==> src/rtl/agu_pkg.sv <==
package agu_pkg;

   typedef enum logic [1:0] {
      FORM_IMM    = 2'd0,
      FORM_REG    = 2'd1,
      FORM_SCALED = 2'd2,
      FORM_NONE   = 2'd3
   } off_form_e;

   typedef enum logic [1:0] {
      MODE_OFFSET = 2'd0,
      MODE_PRE    = 2'd1,
      MODE_POST   = 2'd2,
      MODE_RSVD   = 2'd3
   } idx_mode_e;

   typedef enum logic [1:0] {
      SH_LSL = 2'd0,
      SH_LSR = 2'd1,
      SH_ASR = 2'd2,
      SH_ROR = 2'd3
   } shift_e;

endpackage

==> src/rtl/agu_pc_adjust.sv <==
module agu_pc_adjust #(
   parameter int DATA_W      = 32,
   parameter int WIDE_STEP   = 8,
   parameter int NARROW_STEP = 4
) (
   input  logic [DATA_W-1:0] base_val,
   input  logic [DATA_W-1:0] pc_val,
   input  logic              base_is_pc,
   input  logic              narrow_isa,
   output logic [DATA_W-1:0] base_eff
);
   localparam logic [DATA_W-1:0] WIDE_INC   = DATA_W'(WIDE_STEP);
   localparam logic [DATA_W-1:0] NARROW_INC = DATA_W'(NARROW_STEP);

   generate
      if (WIDE_STEP <= 0 || NARROW_STEP <= 0) begin : g_bad_step
         $error("agu_pc_adjust: lookahead steps must be positive");
      end
   endgenerate

   logic [DATA_W-1:0] pc_inc;

   always_comb begin
      pc_inc   = narrow_isa ? NARROW_INC : WIDE_INC;
      base_eff = base_is_pc ? (pc_val + pc_inc) : base_val;
   end
endmodule

==> src/rtl/agu_shifter.sv <==
module agu_shifter
   import agu_pkg::*;
#(
   parameter int DATA_W  = 32,
   parameter int SHAMT_W = 5
) (
   input  logic [DATA_W-1:0]  din,
   input  shift_e             sh_type,
   input  logic [SHAMT_W-1:0] sh_amt,
   output logic [DATA_W-1:0]  dout
);
   generate
      if ((1 << SHAMT_W) != DATA_W) begin : g_bad_width
         $error("agu_shifter: DATA_W must equal 2**SHAMT_W");
      end
   endgenerate

   // Logarithmic shifter: stage i moves the word by 2**i when sh_amt[i] is set.
   logic [DATA_W-1:0] stg [0:SHAMT_W];

   assign stg[0] = din;

   genvar i;
   generate
      for (i = 0; i < SHAMT_W; i++) begin : g_stage
         localparam int K = 1 << i;
         logic [DATA_W-1:0] moved;
         always_comb begin
            unique case (sh_type)
               SH_LSL:  moved = {stg[i][DATA_W-K-1:0], {K{1'b0}}};
               SH_LSR:  moved = {{K{1'b0}}, stg[i][DATA_W-1:K]};
               SH_ASR:  moved = {{K{stg[i][DATA_W-1]}}, stg[i][DATA_W-1:K]};
               default: moved = {stg[i][K-1:0], stg[i][DATA_W-1:K]};
            endcase
         end
         assign stg[i+1] = sh_amt[i] ? moved : stg[i];
      end
   endgenerate

   assign dout = stg[SHAMT_W];
endmodule

==> src/rtl/agu_offset_sel.sv <==
module agu_offset_sel
   import agu_pkg::*;
#(
   parameter int DATA_W = 32,
   parameter int IMM_W  = 12
) (
   input  off_form_e         form,
   input  logic [IMM_W-1:0]  imm_off,
   input  logic [DATA_W-1:0] idx_val,
   input  logic [DATA_W-1:0] idx_shifted,
   output logic [DATA_W-1:0] offset
);
   localparam int PAD_W = DATA_W - IMM_W;

   generate
      if (IMM_W < 1 || IMM_W > DATA_W) begin : g_bad_imm
         $error("agu_offset_sel: IMM_W out of range");
      end
   endgenerate

   logic [DATA_W-1:0] imm_ext;

   generate
      if (PAD_W > 0) begin : g_pad
         assign imm_ext = {{PAD_W{1'b0}}, imm_off};
      end else begin : g_nopad
         assign imm_ext = imm_off;
      end
   endgenerate

   always_comb begin
      unique case (form)
         FORM_IMM:    offset = imm_ext;
         FORM_REG:    offset = idx_val;
         FORM_SCALED: offset = idx_shifted;
         default:     offset = '0;
      endcase
   end
endmodule

==> src/rtl/agu_addr_calc.sv <==
module agu_addr_calc
   import agu_pkg::*;
#(
   parameter int DATA_W = 32
) (
   input  logic [DATA_W-1:0] base,
   input  logic [DATA_W-1:0] offset,
   input  logic              add_dir,
   input  idx_mode_e         mode,
   output logic [DATA_W-1:0] eff_addr,
   output logic [DATA_W-1:0] wb_val,
   output logic              wb_en
);
   logic [DATA_W-1:0] moved;

   always_comb begin
      moved = add_dir ? (base + offset) : (base - offset);
      unique case (mode)
         MODE_PRE: begin
            eff_addr = moved;
            wb_val   = moved;
            wb_en    = 1'b1;
         end
         MODE_POST: begin
            eff_addr = base;
            wb_val   = moved;
            wb_en    = 1'b1;
         end
         default: begin
            eff_addr = moved;
            wb_val   = base;
            wb_en    = 1'b0;
         end
      endcase
   end
endmodule

==> src/rtl/agu_top.sv <==
module agu_top
   import agu_pkg::*;
#(
   parameter int DATA_W      = 32,
   parameter int IMM_W       = 12,
   parameter int SHAMT_W     = 5,
   parameter int WIDE_STEP   = 8,
   parameter int NARROW_STEP = 4,
   parameter bit OUT_REG     = 1'b1
) (
   input  logic               clk,
   input  logic               rst_n,
   input  logic               in_valid,
   input  logic [DATA_W-1:0]  base_val,
   input  logic               base_is_pc,
   input  logic [DATA_W-1:0]  pc_val,
   input  logic               narrow_isa,
   input  logic [1:0]         off_form,
   input  logic [IMM_W-1:0]   imm_off,
   input  logic [DATA_W-1:0]  idx_val,
   input  logic [1:0]         sh_type,
   input  logic [SHAMT_W-1:0] sh_amt,
   input  logic               add_dir,
   input  logic [1:0]         mode,
   output logic               out_valid,
   output logic [DATA_W-1:0]  eff_addr,
   output logic [DATA_W-1:0]  wb_val,
   output logic               wb_en
);
   localparam logic [DATA_W-1:0] WIDE_INC   = DATA_W'(WIDE_STEP);
   localparam logic [DATA_W-1:0] NARROW_INC = DATA_W'(NARROW_STEP);

   generate
      if (DATA_W < 8) begin : g_bad_data
         $error("agu_top: DATA_W too small");
      end
   endgenerate

   off_form_e form_e;
   idx_mode_e mode_e;
   shift_e    shift_sel;

   assign form_e    = off_form_e'(off_form);
   assign mode_e    = idx_mode_e'(mode);
   assign shift_sel = shift_e'(sh_type);

   logic [DATA_W-1:0] base_eff;
   logic [DATA_W-1:0] idx_shifted;
   logic [DATA_W-1:0] offset;
   logic [DATA_W-1:0] c_addr;
   logic [DATA_W-1:0] c_wb;
   logic              c_wb_en;

   agu_pc_adjust #(
      .DATA_W     (DATA_W),
      .WIDE_STEP  (WIDE_STEP),
      .NARROW_STEP(NARROW_STEP)
   ) i_pc_adjust (
      .base_val  (base_val),
      .pc_val    (pc_val),
      .base_is_pc(base_is_pc),
      .narrow_isa(narrow_isa),
      .base_eff  (base_eff)
   );

   agu_shifter #(
      .DATA_W (DATA_W),
      .SHAMT_W(SHAMT_W)
   ) i_shifter (
      .din    (idx_val),
      .sh_type(shift_sel),
      .sh_amt (sh_amt),
      .dout   (idx_shifted)
   );

   agu_offset_sel #(
      .DATA_W(DATA_W),
      .IMM_W (IMM_W)
   ) i_offset_sel (
      .form       (form_e),
      .imm_off    (imm_off),
      .idx_val    (idx_val),
      .idx_shifted(idx_shifted),
      .offset     (offset)
   );

   agu_addr_calc #(
      .DATA_W(DATA_W)
   ) i_addr_calc (
      .base    (base_eff),
      .offset  (offset),
      .add_dir (add_dir),
      .mode    (mode_e),
      .eff_addr(c_addr),
      .wb_val  (c_wb),
      .wb_en   (c_wb_en)
   );

   generate
      if (OUT_REG) begin : g_reg
         always_ff @(posedge clk or negedge rst_n) begin
            if (!rst_n) begin
               out_valid <= 1'b0;
               eff_addr  <= '0;
               wb_val    <= '0;
               wb_en     <= 1'b0;
            end else begin
               out_valid <= in_valid;
               if (in_valid) begin
                  eff_addr <= c_addr;
                  wb_val   <= c_wb;
                  wb_en    <= c_wb_en;
               end
            end
         end

         // one-cycle latency of the valid flag
         a_r10_valid_follows: assert property (@(posedge clk) disable iff (!rst_n)
            in_valid |=> out_valid);
         a_r10_idle_follows: assert property (@(posedge clk) disable iff (!rst_n)
            !in_valid |=> !out_valid);
      end else begin : g_comb
         assign out_valid = in_valid;
         assign eff_addr  = c_addr;
         assign wb_val    = c_wb;
         assign wb_en     = c_wb_en;
      end
   endgenerate

   // no writeback in plain offset or reserved mode
   a_r1_offset_no_wb: assert property (@(posedge clk) disable iff (!rst_n)
      (in_valid && (mode_e == MODE_OFFSET || mode_e == MODE_RSVD)) |-> (!c_wb_en && c_wb == base_eff));

   // pre-indexed writes back the very address it used
   a_r2_pre_same: assert property (@(posedge clk) disable iff (!rst_n)
      (in_valid && mode_e == MODE_PRE) |-> (c_wb_en && c_wb == c_addr));

   // post-indexed uses the adjusted base as the address
   a_r3_post_base: assert property (@(posedge clk) disable iff (!rst_n)
      (in_valid && mode_e == MODE_POST) |-> (c_wb_en && c_addr == base_eff));

   // zero shift distance leaves the index untouched
   a_r7_zero_pass: assert property (@(posedge clk) disable iff (!rst_n)
      (in_valid && sh_amt == '0) |-> (idx_shifted == idx_val));

   // program counter lookahead
   a_r8_pc_wide: assert property (@(posedge clk) disable iff (!rst_n)
      (in_valid && base_is_pc && !narrow_isa) |-> (base_eff == pc_val + WIDE_INC));
   a_r8_pc_narrow: assert property (@(posedge clk) disable iff (!rst_n)
      (in_valid && base_is_pc && narrow_isa) |-> (base_eff == pc_val + NARROW_INC));

   // the zero form contributes nothing
   a_r4_no_offset: assert property (@(posedge clk) disable iff (!rst_n)
      (in_valid && form_e == FORM_NONE) |-> (offset == '0));
endmodule

==> config.mk <==
export PLATFORM = sky130hd
export DESIGN_NAME = agu_top
export DESIGN_NICKNAME = d
export VERILOG_FILES = /design/src/rtl/agu_pkg.sv /design/src/rtl/agu_pc_adjust.sv /design/src/rtl/agu_shifter.sv /design/src/rtl/agu_offset_sel.sv /design/src/rtl/agu_addr_calc.sv /design/src/rtl/agu_top.sv
export SDC_FILE = /design/constraint.sdc
export NUM_CORES = 1
export LEC_CHECK = 0
export BUFFER_PORTS_ARGS = -buffer_cell sky130_fd_sc_hd__buf_2
export CAP_MARGIN = 20
export CORE_MARGIN = 1.5
export CORE_UTILIZATION = 30
export CTS_CLUSTER_SIZE = 20
export DETAILED_ROUTE_END_ITERATION = 12
export GPL_TIMING_DRIVEN = 0
export REMOVE_ABC_BUFFERS = 1
export SYNTH_ARGS = -nofsm -noshare
export SYNTH_HDL_FRONTEND = slang
export SYNTH_HIERARCHICAL = 1
export SYNTH_SLANG_ARGS = --single-unit
==> constraint.sdc <==
create_clock -name clk -period 1 [get_ports clk]
set_input_delay 0.15 -clock clk [delete_from_list [all_inputs] [get_ports clk]]
set_output_delay 0.15 -clock clk [all_outputs]
set_load 0.05 [all_outputs]
==> flow_summary.toml, run 1 <==
[sta]
fin_tns_setup_ns = -255.45
worst_slew_pin_slew_ns = 0.894
fin_crit_sh_pct = 558
setup_viol = 130
rsz0062_at_grt = "yes"
final_hold_viol_count = 66
finalClockSkew_ns = 0
hold_slack_ns = -0.0882
setup_ws_ns = -4.58
post-route-min-period_ns = 5.58
max_freq_ghz = 0.179
max_slew_margin_pct = 38.9
finalMaxSlewViolations = 0

[worst_setup_path]
crit_required_ns = 1.30
rrSetupSlack_ns = -0.03
critPathLaunchType = "primary input"
endpoint_kind = "flip-flop"
critPathKind = "in -> reg"
path_max_fanout = 6
crit_arrival_ns = 5.88

[synthesis]
synth_ff_type = "dfrtp_1"
yosysSeqAreaShare_pct = 13.5
synth-edff-count = 0
synth_cells = 1614
yosysWarnings = 6
async_reset_ff_share_pct = 100
avgSynthCellArea_um2 = 7.58
synth_seq_cells = 66
yosysUniqueCellTypes = 106
syn_area_mm2 = 0.0122

[detailed_routing]
wl_per_cell_um = 25.5
drt-initial-drc-count = 1771
wirelength_mm = 63.1
via_count = 15900
drtPass1Iterations = 6
via_per_inst = 6.41
antenna_left = 0
drc_errors = 0

[floorplanning]
io_pins = 191
die-area_mm2 = 0.0420
start_util_pct = 30.6
num_rows = 73
die_y_um = 205
chipWidth_um = 205
core_mm2 = 0.0400

[clocking]
clk_path_buf_depth = 2
clockRootBuffer = "clkbuf_16"
htree_levels = 3
clk_pin_slew_worst_paths_ns = 0.06
cts_tree = "built"
cts.sinks = 66
clock_latency_ns = 0.35
cts_inserted_buffers = 9

[final_layout]
drive_above_1_share_pct = 48.3
nets = 2110
multi_input_area_mm2 = 0.0123
fillers = 3797
ff_latch_area_mm2 = 0.00165
fin_area_mm2 = 0.0193
layout_commonest_cell = "buf_4"
antennaDiodeCount = 0
final_cell_mix = "buf_4 (196), nor2_1 (148), nand2_1 (118)"
fin_cells = 2473
syn_to_final_growth_pct = 57.7

[pwr]
power_density_mw_per_mm2 = 1600
p_int_mw = 16.1
p_sw_share_pct = 47.9
seq_power_share_pct = 14.3
p_leak_nw = 7.61
p_sw_mw = 14.8
total_power_mw = 30.9
peakVddDrop_mv = 0.936
clock_power_share_pct = 11.2
comb_power_share_pct = 74.5

[grt]
grt_use_total_pct = 28.6
grt_pass1_vias = 15300
grt_pass1_wl_mm = 92.4
antenna_found_initial = 0
overflow = 0
grt_max_degree = 67

[placed_design]
dp_hpwl_mm = 40.2
gp_congestion = 0.949
post-place-cells = 2202
dp_slack_ns = -7.95
portBuffers = 190
place_area_mm2 = 0.0133

[job]
drv_cap = 0

[worst_hold_path]
min_path_type = "in -> async"

[outcome]
run_status = "finished, violations left"
violations = "hold timing, setup timing"
[cell type report]
type                    count  share of cell area (%)
inverters                  31                   0.889
well taps                 525                    3.41
clock buffers               9                    1.17
repair buffers            450                    21.8
flip-flops and latches     66                    8.57
clock inverters             7                   0.487
multi-input cells        1383                    63.6
repair inverters            2                  0.0714
[routing by layer]
layer | vias up | wire length [µm] | GRT usage [%]
met5 | - | 0 | 0
met4 | 0 | 3780 | 16.9
met3 | 266 | 5750 | 5.06
met2 | 997 | 29300 | 46.6
met1 | 7691 | 24200 | 35.1
li1 | 6902 | - | -
[flip-flops by register name, summed over array words and instances, names as in the netlist]
| signal | count |
|---|---|
| out_valid | 1 |
| wb_val | 32 |
| wb_en | 1 |
| eff_addr | 32 |
[power by group through the flow]
stage | sequential (mW) | clock [mW] | combinational, mW
4_1_cts | 4.41 | 3.54 | 20.9
2_1_floorplan | 7.56 | 0 | 6.90
6_report | 4.43 | 3.46 | 23.0
3_3_place_gp | 4.28 | 0 | 14.4
5_1_grt | 4.52 | 3.65 | 24.0
3_5_place_dp | 4.30 | 0 | 14.6
[through the flow]
stage          hold WS (ns)  utilization [%]
6_report            -0.0882             48.2
3_5_place_dp          0.326             33.2
2_1_floorplan        -0.146                -
5_1_grt             -0.0169             48.2
4_1_cts             -0.0522             45.4
3_3_place_gp          0.490             32.7
[Yosys cell counts, drive strengths merged (14+ instances only)]
cell     instances  share of area [%]
a31oi           55                2.9
clkbuf          67                2.4
a2111oi         15                1.1
o21a            18                1.1
nand4           18               0.97
and3            17               0.88
mux2            82                9.1
a221oi          14                1.1
buf             65                3.5
xnor2           17                1.2
o2bb2ai         15                1.1
o31ai           22                1.4
a311oi          25                2.0
o21ai          122                5.0
a21o            16               0.99
a21oi          141                5.8
ha              40                4.1
nor3            41                1.7
nor2           166                5.1
inv             31               0.95
nand2          135                4.2
o211ai          22                1.4
dfrtp           66                 14
mux2i           35                2.9
mux4            15                2.8
xor2            40                2.9
o22ai           27                1.4
or3b            26                1.9
a211oi          23                1.5
a22o            21                1.5
nand3           32                1.4
[what timing repair did]
item | 4_1_cts | 5_1_grt
setup endpoints to repair | 131 | 131
resized for setup | 586 | 145
pin swaps | 159 | 75
setup buffers | 188 | 45
gates cloned | 19 | 2
hold endpoints to repair | 66 | 24
[worst paths after layout]
check,cells after the start,start,end
worst min register to register,1,wb_val[8]$_DFFE_PN0P_,wb_val[8]$_DFFE_PN0P_
min in group clk,1,in_valid,out_valid$_DFF_PN0_
worst max register to register,3,wb_val[19]$_DFFE_PN0P_,wb_val[19]$_DFFE_PN0P_
max in group asynchronous,1,rst_n,wb_val[26]$_DFFE_PN0P_
worst max-delay path,25,sh_type[0],eff_addr[31]$_DFFE_PN0P_
worst min-delay path,1,rst_n,eff_addr[8]$_DFFE_PN0P_
[kinds of logic after synthesis]
logic type	after synthesis	synth area share, %
AO/OA/AOI/OAI	621	34.3
multiplexers	132	14.7
adder cells (fa/ha/maj)	42	4.42
XOR/XNOR	57	4.08
AND/OR/NAND/NOR	530	21.9
flip-flops	66	13.5
buffers and inverters	166	7.10
[worst max-delay path, cell delays in order]
cell and delay (ns):
buf_16 0.12, or2_4 0.29, buf_6 0.14, buf_16 0.14, mux4_2 0.32, mux2i_4 0.25, o32ai_1 0.18, a31oi_4 0.24
o22ai_4 0.13, mux2i_2 0.25, o2bb2ai_4 0.09, or4_4 0.58, nor4_2 0.18, nor2_1 0.08, xor2_1 0.19, ha_1 0.34
nand4_1 0.13, or3_4 0.43, a2111o_1 0.51, buf_6 0.18, a211oi_4 0.27, buf_4 0.18, nor4_4 0.05, o31ai_1 0.25
mux2_4 0.18
Power figures use the tool's default switching activity.
==> inputs of run 2 (changes only) <==
- TNS_END_PERCENT: not set -> 30
==> run 2 against run 1 <==
  * The run still ends with hold timing, setup timing left
  * Cell count shrank 3.2%
  * Clock power is essentially flat
  * Utilization shrank 2.6 points
  * Clock skew is the same
  * Total power shrank 6.9%
  * Via count shrank 2.3%
==> flow_summary.toml, run 2 (synthesized netlist as in run 1, its figures left out) <==
[outcome]
run_status = "finished, violations left"
violations = "hold timing, setup timing"

[clocking]
cts_tree = "built"
cts_inserted_buffers = 9
htree_levels = 3
cts.sinks = 66
clockRootBuffer = "clkbuf_16"
clock_latency_ns = 0.35
clk_path_buf_depth = 2
clk_pin_slew_worst_paths_ns = 0.06

[floorplanning]
die_y_um = 205
start_util_pct = 30.6
core_mm2 = 0.0400
io_pins = 191
num_rows = 73
die-area_mm2 = 0.0420
chipWidth_um = 205

[final_layout]
final_util_pct = 45.6
drive_above_1_share_pct = 44.4
layout_commonest_cell = "nor2_1"
nets = 2032
fin_area_mm2 = 0.0182
fin_cells = 2395
syn_to_final_growth_pct = 49.2
final_cell_mix = "nor2_1 (150), buf_4 (130), nand2_1 (121)"
antennaDiodeCount = 0
largest_registers = "eff_addr (32), wb_val (32)"

[sta]
fin_crit_sh_pct = 556
finalMaxSlewViolations = 0
rsz0062_at_grt = "yes"
setup_viol = 131
hold_slack_ns = -0.0876
max_freq_ghz = 0.180
post-route-min-period_ns = 5.56
fin_tns_setup_ns = -254.76
worst_slew_pin_slew_ns = 0.886
finalClockSkew_ns = 0
setup_ws_ns = -4.56
max_slew_margin_pct = 39.4
final_hold_viol_count = 66

[detailed_routing]
via_count = 15500
via_per_inst = 6.47
antenna_left = 0
wirelength_mm = 61.1
drtPass1Iterations = 7
drt-initial-drc-count = 1777
wl_per_cell_um = 25.5
drc_errors = 0

[pwr]
power_density_mw_per_mm2 = 1580
peakVddDrop_mv = 0.959
total_power_mw = 28.7
p_leak_nw = 7.12

[placed_design]
dp_hpwl_mm = 40.2
post-place-cells = 2202
gp_congestion = 0.949
place_area_mm2 = 0.0133
portBuffers = 190
dp_slack_ns = -7.95

[worst_setup_path]
critPathLaunchType = "primary input"
endpoint_kind = "flip-flop"
reg2regPathDepth = 1
critPathKind = "in -> reg"
crit_arrival_ns = 5.80
crit_required_ns = 1.24
path_max_fanout = 7

[grt]
grt_pass1_wl_mm = 90.0
overflow = 0
grt_max_degree = 67
antenna_found_initial = 0
grt_pass1_vias = 14900
grt_use_total_pct = 27.9

[worst_hold_path]
min_path_type = "in -> async"

[job]
drv_cap = 0
## run 2: cell count changes in the layout (fill, tap and decap cells not counted), moves of 4 or more
cell	previous run	this run
buf_4	196	130
o21ai_0	67	80
o21ai_1	32	20
a21oi_1	84	94
buf_6	96	90
a21oi_2	35	30
a21oi_4	22	17
xnor2_1	9	13
## run 2: final timing paths
check,from,endpoint,slack (ns)
setup / recovery,sh_type[0],wb_val[31]$_DFFE_PN0P_,-4.56
hold / removal,rst_n,eff_addr[8]$_DFFE_PN0P_,-0.09
setup reg to reg,eff_addr[14]$_DFFE_PN0P_,eff_addr[14]$_DFFE_PN0P_,0.18
hold reg to reg,wb_val[6]$_DFFE_PN0P_,wb_val[6]$_DFFE_PN0P_,0.53
max in group asynchronous,rst_n,wb_val[26]$_DFFE_PN0P_,0.50
min in group clk,in_valid,out_valid$_DFF_PN0_,0.11
## run 2: layer usage
metal  wire length, µm  global-route usage [%]  share of wire (%)
met5                 0                       0                  0
met4              3830                    16.3                6.3
met3              5600                    5.11                9.2
met2             27800                    45.0                 46
met1             23900                    34.7                 39
## run 2: timing repair
| item | 4_1_cts | 5_1_grt |
|---|---|---|
| endpoints found under the hold margin | 66 | 11 |
| endpoints found under the setup margin | 131 | 131 |
| cloned | 17 | 1 |
| setup buffers | 134 | 24 |
| pin swaps | 152 | 55 |
| gates resized for setup | 480 | 218 |
## run 2: critical path, cell delays in order
cell and delay (ns):
buf_16 0.13, or2_4 0.29, buf_12 0.16, mux4_2 0.32, a21oi_4 0.31, a21oi_2 0.10, a21oi_2 0.17, o311ai_1 0.12
o21a_1 0.22, mux2i_1 0.18, o2bb2ai_2 0.10, or4_4 0.52, nor4b_4 0.24, buf_6 0.16, nor2_4 0.03, xor2_1 0.17
ha_1 0.31, nand4_1 0.12, buf_4 0.15, o22a_2 0.21, a2111o_1 0.56, buf_6 0.18, a211oi_4 0.27, o31a_1 0.26
o31ai_2 0.08, mux2_4 0.26
## run 2: layout make-up
type,instances,area (µm²)
Tap cell,525,657
Sequential cell,66,1650
Timing Repair inverter,2,13.8
Fill cell,3881,21800
Timing Repair Buffer,372,3480
Clock inverter,7,93.8
Clock buffer,9,225
Multi-Input combinational cell,1383,12000
Inverter,31,165
## run 2: power by group
part	total (mW)	switching [mW]	internal (mW)
registers	4.49	0.852	3.64
clock network	3.47	1.29	2.17
logic	20.8	12.0	8.79
==> inputs of run 3 (changes only) <==
- CORE_MARGIN: 1.5 -> 4
- REMOVE_ABC_BUFFERS: 1 -> not set
==> run 3 against run 2 <==
  * The run still ends with hold timing, setup timing left
  * Sequential cell count unchanged
  * Die area up 4.9%
  * Register-to-register slack better by 0.02 ns
  * Total power about the same
  * Via count up 1.8%
  * Critical endpoint is now eff_addr[31]$_DFFE_PN0P_
==> flow_summary.toml, run 3 (synthesized netlist as in run 1, its figures left out) <==
[sta]
setup_viol = 131
setup_ws_ns = -4.69
max_slew_margin_pct = 43.4
worst_slew_pin_slew_ns = 0.850
fin_tns_setup_ns = -267.10
finalClockSkew_ns = 0
max_freq_ghz = 0.176
final_hold_viol_count = 66
hold_slack_ns = -0.0989
rsz0062_at_grt = "yes"
post-route-min-period_ns = 5.69
fin_crit_sh_pct = 569
finalMaxSlewViolations = 0

[outcome]
run_status = "finished, violations left"
violations = "hold timing, setup timing"

[pwr]
power_density_mw_per_mm2 = 1560
p_int_mw = 14.1
p_sw_mw = 14.6
clock_power_share_pct = 11.7
p_leak_nw = 7.23
peakVddDrop_mv = 0.950
comb_power_share_pct = 72.9
seq_power_share_pct = 15.4
p_sw_share_pct = 50.9

[grt]
grt_pass1_vias = 15600
antenna_found_initial = 0
grt_max_degree = 67
grt_pass1_wl_mm = 104
grt_use_total_pct = 31.2
overflow = 0

[clocking]
clock_latency_ns = 0.35
cts.hold.buffers_added = 1
htree_levels = 3
clk_path_buf_depth = 2
cts.sinks = 66
cts_tree = "built"
cts_inserted_buffers = 9
clockRootBuffer = "clkbuf_16"
clk_pin_slew_worst_paths_ns = 0.05

[floorplanning]
die-area_mm2 = 0.0440
core_mm2 = 0.0400
chipWidth_um = 210
die_y_um = 210
start_util_pct = 30.6
io_pins = 191
num_rows = 73

[final_layout]
antennaDiodeCount = 0
syn_to_final_growth_pct = 51.1
final_util_pct = 46.2
layout_commonest_cell = "nor2_1"
largest_registers = "eff_addr (32), wb_val (32)"
final_cell_mix = "nor2_1 (147), buf_2 (143), buf_4 (128)"
nets = 2101
drive_above_1_share_pct = 45.9

[detailed_routing]
wirelength_mm = 73.5
drt-initial-drc-count = 1459
antenna_left = 0
via_per_inst = 6.40
drc_errors = 0
via_count = 15800
drtPass1Iterations = 6
wl_per_cell_um = 29.8

[worst_setup_path]
endpoint_kind = "flip-flop"
critPathKind = "in -> reg"
crit_required_ns = 1.23
reg2regPathDepth = 1
critPathLaunchType = "primary input"
path_max_fanout = 8
crit_arrival_ns = 5.92

[placed_design]
gp_congestion = 1.04
dp_hpwl_mm = 57.5
portBuffers = 184
dp_slack_ns = -6.54

[job]
drv_cap = 0

[synthesis]
synthesis.nets = 1781

[worst_hold_path]
min_path_type = "in -> async"
-- run 3: path summary, 6_finish.rpt --
kind	from	slack, ns	to
min	rst_n	-0.1	wb_val[29]$_DFFE_PN0P_
max in group asynchronous	rst_n	0.53	wb_val[5]$_DFFE_PN0P_
min in group clk	in_valid	0.32	wb_val[0]$_DFFE_PN0P_
max reg2reg	eff_addr[21]$_DFFE_PN0P_	0.20	eff_addr[21]$_DFFE_PN0P_
min reg2reg	wb_val[31]$_DFFE_PN0P_	0.51	wb_val[31]$_DFFE_PN0P_
max	sh_type[1]	-4.69	eff_addr[31]$_DFFE_PN0P_
-- run 3: repair_timing --
action | 4_1_cts | 5_1_grt
setup endpoints to repair | 131 | 131
gates resized for setup | 435 | 327
buffers inserted | 89 | 37
endpoints found under the hold margin | 67 | 18
cloned | 3 | 0
pin swaps | 89 | 85
-- run 3: power by group through the flow --
| stage | clock (mW) | sequential [mW] | combinational (mW) |
|---|---|---|---|
| 2_1_floorplan | 0 | 7.56 | 7.65 |
| 3_3_place_gp | 0 | 4.25 | 15.6 |
| 3_5_place_dp | 0 | 4.28 | 15.7 |
| 4_1_cts | 3.40 | 4.28 | 18.3 |
| 5_1_grt | 3.50 | 4.54 | 21.8 |
| 6_report | 3.36 | 4.43 | 21.0 |
-- run 3: critical path, cell delays in order --
cell and delay [ns]:
buf_12 0.12, buf_8 0.13, nor2_4 0.20, buf_8 0.17, buf_12 0.12, mux4_2 0.35, nand2_2 0.13, o21ai_4 0.08
o22ai_4 0.30, a2bb2oi_2 0.22, o22ai_2 0.12, mux2i_1 0.20, o2bb2ai_2 0.09, or4_4 0.56, nor4b_4 0.23, buf_6 0.18
nor2_4 0.05, xor2_2 0.16, ha_1 0.32, nand4_1 0.12, or3_4 0.36, a2111o_1 0.54, buf_6 0.18, a211oi_4 0.25
o31a_1 0.21, o31ai_2 0.09, mux2_4 0.28
-- run 3: layout make-up --
| class | count | area (µm²) |
|---|---|---|
| plain buffers | 129 | 1120 |
| clock buffers | 13 | 270 |
| clock inverters | 3 | 46.3 |
| fillers | 3876 | 21500 |
| inverters | 31 | 129 |
| multi-input cells | 1382 | 12200 |
| flip-flops and latches | 66 | 1650 |
| well taps | 525 | 657 |
| repair buffers | 315 | 2420 |
-- run 3: routing by layer --
layer | part of all wire (%) | wire (µm) | track usage [%]
met1 | 38 | 28100 | 37.3
met2 | 48 | 34900 | 53.4
met3 | 6.7 | 4940 | 4.08
met4 | 7.4 | 5450 | 18.4
met5 | 0 | 0 | 0
-- run 3: through the flow --
stage	area, µm²	std cells	total power, mW
3_3_place_gp	14000	2323	19.9
5_1_grt	18500	2464	29.9
6_report	18500	2464	28.8
2_1_floorplan	12400	1614	15.2
4_1_cts	17000	2428	25.9
3_5_place_dp	14000	2324	19.9
